--- config.mk ---
export PLATFORM = sky130hd
export DESIGN_NAME = pt_walker
export DESIGN_NICKNAME = d
export VERILOG_FILES = /design/src/rtl/pt_walker.sv
export SDC_FILE = /design/constraint.sdc
export NUM_CORES = 1
export LEC_CHECK = 0
export ABC_AREA = 1
export BUFFER_PORTS_ARGS = -buffer_cell sky130_fd_sc_hd__buf_2
export CELL_PAD_IN_SITES_DETAIL_PLACEMENT = 0
export CELL_PAD_IN_SITES_GLOBAL_PLACEMENT = 1
export CORE_AREA = 8 8 155 113
export CTS_CLUSTER_SIZE = 14
export DETAILED_ROUTE_END_ITERATION = 7
export DIE_AREA = 0 0 163 121
export PLACE_DENSITY_LB_ADDON = 0.3
export RECOVER_POWER = 100
export SYNTH_ARGS = -nofsm -noshare
export SYNTH_HDL_FRONTEND = slang
export SYNTH_SLANG_ARGS = --single-unit
--- constraint.sdc ---
create_clock -name clk -period 1.3 [get_ports clk]
set_input_delay 0.13 -clock clk [delete_from_list [all_inputs] [get_ports clk]]
set_output_delay 0.13 -clock clk [all_outputs]
set_load 0.01 [all_outputs]
--- src/rtl/pt_walker.sv ---
module pt_walker #(
  parameter int VA_W    = 48,
  parameter int PPN_W   = 28,
  parameter int IDX_W   = 10,
  parameter int OFF_W   = 13,
  parameter int PROT_W  = 4,
  parameter int PTE_W   = 64,
  parameter int PPN_LSB = 32
) (
  input  logic                   clk,
  input  logic                   rst_n,
  input  logic [PPN_W-1:0]       ptbr,
  input  logic                   miss_valid,
  output logic                   miss_ready,
  input  logic [VA_W-1:0]        miss_va,
  input  logic                   miss_wr,
  output logic                   mem_req_valid,
  input  logic                   mem_req_ready,
  output logic [PPN_W+OFF_W-1:0] mem_req_addr,
  input  logic                   mem_rsp_valid,
  input  logic [PTE_W-1:0]       mem_rsp_data,
  output logic                   fill_valid,
  output logic [PPN_W-1:0]       fill_ppn,
  output logic [PROT_W-1:0]      fill_prot,
  output logic                   fault_valid,
  output logic [1:0]             fault_level,
  output logic [3*IDX_W-1:0]     out_vpn,
  output logic                   out_wr
);
  localparam int VPN_W = 3 * IDX_W;
  localparam int TOP   = OFF_W + VPN_W;
  localparam int HI_W  = VA_W - TOP + 1;
  localparam int ESH   = $clog2(PTE_W / 8);

  typedef enum logic [3:0] {
    S_IDLE, S_L1_REQ, S_L1_WAIT, S_L2_REQ, S_L2_WAIT,
    S_L3_REQ, S_L3_WAIT, S_DONE, S_FAULT
  } st_t;

  st_t               st;
  logic [VPN_W-1:0]  vpn_q;
  logic [PPN_W-1:0]  base_q;
  logic [PROT_W-1:0] prot_q;
  logic [1:0]        flvl_q;
  logic              wr_q;
  logic [IDX_W-1:0]  idx;
  logic [1:0]        wait_lvl;

  wire [HI_W-1:0]   va_hi     = miss_va[VA_W-1:TOP-1];
  wire              canon     = (&va_hi) | ~(|va_hi);
  wire              pte_v     = mem_rsp_data[0];
  wire [PROT_W-1:0] pte_prot  = mem_rsp_data[PROT_W:1];
  wire [PPN_W-1:0]  pte_ppn   = mem_rsp_data[PPN_LSB +: PPN_W];
  wire              in_wait   = (st == S_L1_WAIT) || (st == S_L2_WAIT) || (st == S_L3_WAIT);
  wire              unused_ok = ^{miss_va[OFF_W-1:0], mem_rsp_data[PPN_LSB-1:PROT_W+1],
                                  mem_rsp_data[PTE_W-1:PPN_LSB+PPN_W]};

  always_comb begin
    case (st)
      S_L1_REQ: idx = vpn_q[VPN_W-1 -: IDX_W];
      S_L2_REQ: idx = vpn_q[2*IDX_W-1 -: IDX_W];
      default:  idx = vpn_q[IDX_W-1:0];
    endcase
  end

  always_comb begin
    case (st)
      S_L1_WAIT: wait_lvl = 2'd1;
      S_L2_WAIT: wait_lvl = 2'd2;
      default:   wait_lvl = 2'd3;
    endcase
  end

  assign miss_ready    = (st == S_IDLE);
  assign mem_req_valid = (st == S_L1_REQ) || (st == S_L2_REQ) || (st == S_L3_REQ);
  assign mem_req_addr  = {base_q, OFF_W'({idx, {ESH{1'b0}}})};
  assign fill_valid    = (st == S_DONE);
  assign fault_valid   = (st == S_FAULT);
  assign fill_ppn      = base_q;
  assign fill_prot     = prot_q;
  assign fault_level   = flvl_q;
  assign out_vpn       = vpn_q;
  assign out_wr        = wr_q;

  always_ff @(posedge clk) begin
    if (!rst_n) begin
      st     <= S_IDLE;
      vpn_q  <= '0;
      base_q <= '0;
      prot_q <= '0;
      flvl_q <= '0;
      wr_q   <= 1'b0;
    end else begin
      case (st)
        S_IDLE: if (miss_valid) begin
          vpn_q  <= miss_va[TOP-1:OFF_W];
          wr_q   <= miss_wr;
          base_q <= ptbr;
          if (canon) st <= S_L1_REQ;
          else begin
            flvl_q <= 2'd0;
            st     <= S_FAULT;
          end
        end
        S_L1_REQ: if (mem_req_ready) st <= S_L1_WAIT;
        S_L2_REQ: if (mem_req_ready) st <= S_L2_WAIT;
        S_L3_REQ: if (mem_req_ready) st <= S_L3_WAIT;
        S_DONE, S_FAULT: st <= S_IDLE;
        default: if (in_wait && mem_rsp_valid) begin
          if (!pte_v) begin
            flvl_q <= wait_lvl;
            st     <= S_FAULT;
          end else begin
            base_q <= pte_ppn;
            case (st)
              S_L1_WAIT: st <= S_L2_REQ;
              S_L2_WAIT: st <= S_L3_REQ;
              default: begin
                prot_q <= pte_prot;
                st     <= S_DONE;
              end
            endcase
          end
        end
      endcase
    end
  end
endmodule

==> results.json <==
{
  "htreeDepth": 3,
  "num_rows": 38,
  "io_pins": 256,
  "final_util_pct": 38.0,
  "drt_iter0_markers": 129,
  "total_power_mw": 14.6,
  "grt_pass1_vias": 4097,
  "yosys.area_share.adder_pct": 0,
  "drc_errors": 0,
  "cts_tree": "built",
  "yosys_warnings": 0,
  "setup_viol": 82,
  "ys_seq_area_share_pct": 40.4,
  "cts_buffer_depth": 2,
  "synth_area_leaders": "dfxtp_1, nand2_1, nor2_1",
  "fin_area_sq_um": 5750,
  "slew-limit-headroom_pct": 64.0,
  "die_w_microns": 163,
  "start_kind": "flip-flop",
  "drive_gt1_share_pct": 37.3,
  "timing.max_cap.violations": 0,
  "yosysTopAreaCell": "dfxtp_1",
  "dr.pass1.iters": 4,
  "postRouteAntennaNets": 0,
  "path_clk_slew_ps": 60,
  "fin_crit_sh_pct": 125,
  "cts_root_buf": "clkbuf_16",
  "cp_max_fo": 5,
  "clkLatencyLatePin_ps": 320,
  "power_density_nw_per_um2": 2550,
  "n_antenna_cell": 0,
  "synth_top_family_by_area": "simple AND/OR/NAND/NOR gates",
  "fin_skew_ps": 6.05,
  "required_ps": 1170,
  "placed_area_sq_um": 4680,
  "p_leak_nw": 2.61,
  "start_util_pct": 22.6,
  "vias_per_cell": 4.33,
  "post_drt_wl_per_cell_microns": 15.7,
  "synth_seq_cells": 69,
  "maxSlewViolCount": 0,
  "postLayoutSetupSlackWorst_ps": -323,
  "ys_types": 23,
  "die_area_sq_um": 19700,
  "cp-end-kind": "primary output",
  "die_y_microns": 121,
  "worstMarginPinSlew_ps": 541,
  "violations": "negative setup slack",
  "hp-class": "input pin to flip-flop",
  "synth_top_area_share_pct": 40.4,
  "muxShareOfSynthArea_pct": 0,
  "io_buffers": 208,
  "ir_worst_vdd_uv": 874,
  "finalNetCount": 879,
  "num_vias": 4060,
  "grt_start_max_net_pins": 38,
  "outcome": "complete, but fails checks",
  "fmax_ghz": 0.616,
  "rsz0062_at_grt": "true",
  "antenna_found_initial": 0,
  "synthToLayoutAreaGrowth_pct": 68.3,
  "cp.arrival_ps": 1490,
  "grt_pass1_wl_mm": 22.3,
  "hold_viol_final": 0,
  "syn_inst": 511,
  "core_area_sq_um": 15100,
  "worst-setup-path-type": "flip-flop to primary output",
  "place.detailed.hpwl_mm": 10.6,
  "synth_xor_area_share_pct": 0,
  "grt_usage_pct": 14.1,
  "clock-sinks": 69,
  "netlist_area_sq_um": 3420,
  "numCtsBuffers": 9,
  "drt_wl_total_mm": 14.7,
  "synth_compound_area_share_pct": 15.5,
  "place.gp.congestion": 0.831,
  "whs_ps": 42.6,
  "synth-simple-area-share_pct": 29.1,
  "timing.final.crit_period_ps": 1620,
  "grt-ovfl-total": 0,
  "syn_avg_cell_area_sq_um": 6.69
}
what timing repair did:
action / in CTS / in global routing
gates resized for setup: 94 / 54
gates cloned: 8 / 4
endpoints found under the setup margin: 83 / 83
hold buffers: 0 / 0
pin swaps: 13 / 14
setup buffers: 15 / 0
endpoints found under the hold margin: 0 / 0
registers in the layout, summed over array words and instances (netlist names):
register	cells
fill_prot	4
st	4
fault_level	2
fill_ppn	28
out_vpn	30
out_wr	1
worst max-delay path: stages (launching register included):
cell and delay [ps]:
dfxtp_4 350, nor2_4 120, buf_6 130, nand3_4 90, buf_6 160, o221ai_2 160, buf_2 160
synthesized netlist by cell type:
| library cell | n |
|---|---|
| clkinv_2 | 1 |
| o21ai_0 | 24 |
| o221ai_1 | 10 |
| conb_1 | 1 |
| nand3_1 | 17 |
| nor2_4 | 2 |
| inv_1 | 31 |
| nand2_2 | 2 |
| a21oi_1 | 33 |
| o21ai_1 | 30 |
| dfxtp_1 | 69 |
| buf_1 | 1 |
| o22ai_1 | 1 |
| buf_4 | 33 |
| nand4_1 | 2 |
| clkbuf_1 | 13 |
| nand2_1 | 141 |
| inv_2 | 3 |
| buf_6 | 3 |
| buf_2 | 8 |
| nand3_2 | 1 |
| nor2_2 | 2 |
| nor2_1 | 83 |
cell families after synthesis:
logic type	count (synthesis)
AO/OA/AOI/OAI	98
buffers and inverters	93
flip-flops	69
other	1
AND/OR/NAND/NOR	250
placed cells by master (no fill, tap or decap), types with 5 or more instances in the layout:
cell type  Yosys  final
a21oi_1       33     29
nor2_4         2     10
buf_2          8    110
nand2_4        0      5
o21ai_1       30     21
o21ai_0       24      5
clkbuf_16      0     11
clkbuf_1      13     94
nor2_2         2      6
nand3_1       17     13
nand2_2        2      7
nor2_1        83     71
nand2_1      141    129
o221ai_2       0     10
buf_4         33     30
buf_6          3     16
o21ai_2        0     26
dfxtp_1       69     65
buf_12         0      6
inv_1         31     29
worst paths after layout:
path                                       from          endpoint  slack, ps  cells past startpoint
worst max-delay path                      st[2]  mem_req_addr[11]       -320                      6
worst min-delay path            mem_rsp_data[2]      fill_prot[1]         40                      3
worst max register to register            st[3]       fill_ppn[2]       -290                     10
worst min register to register       out_vpn[1]        out_vpn[1]        480                      2
layer usage:
metal | share of wire, % | vias to the layer above | global-route usage, %
met5 | 0 | - | 0
met4 | 1.2 | 0 | 4.06
met3 | 4.3 | 11 | 3.32
met2 | 48 | 105 | 22.9
met1 | 46 | 1898 | 18.2
li1 | - | 2046 | -
through the flow:
step | TNS [ps] | setup WS (ps) | instances
CTS | -12400 | -314 | 933
global route | -19420 | -383 | 937
floorplan | -1010 | -50.3 | 513
detailed placement | -9980 | -194 | 895
global placement | -7070 | -195 | 895
finish | -13720 | -323 | 937
power by group:
group	switching [mW]	internal [mW]	leakage [nW]
Combinational	4.97	3.84	1.89
Sequential	0.464	2.76	0.570
Clock	0.881	1.72	0.152
layout make-up:
class	instances	area, sq um
clock buffers	11	243
clock inverters	4	72.6
fillers	1636	9370
inverters	35	164
multi-input cells	352	1950
flip-flops and latches	69	1390
well taps	200	250
repair buffers	264	1650
repair inverters	2	25.0
Note: power is estimated with default switching activity, not from simulation.
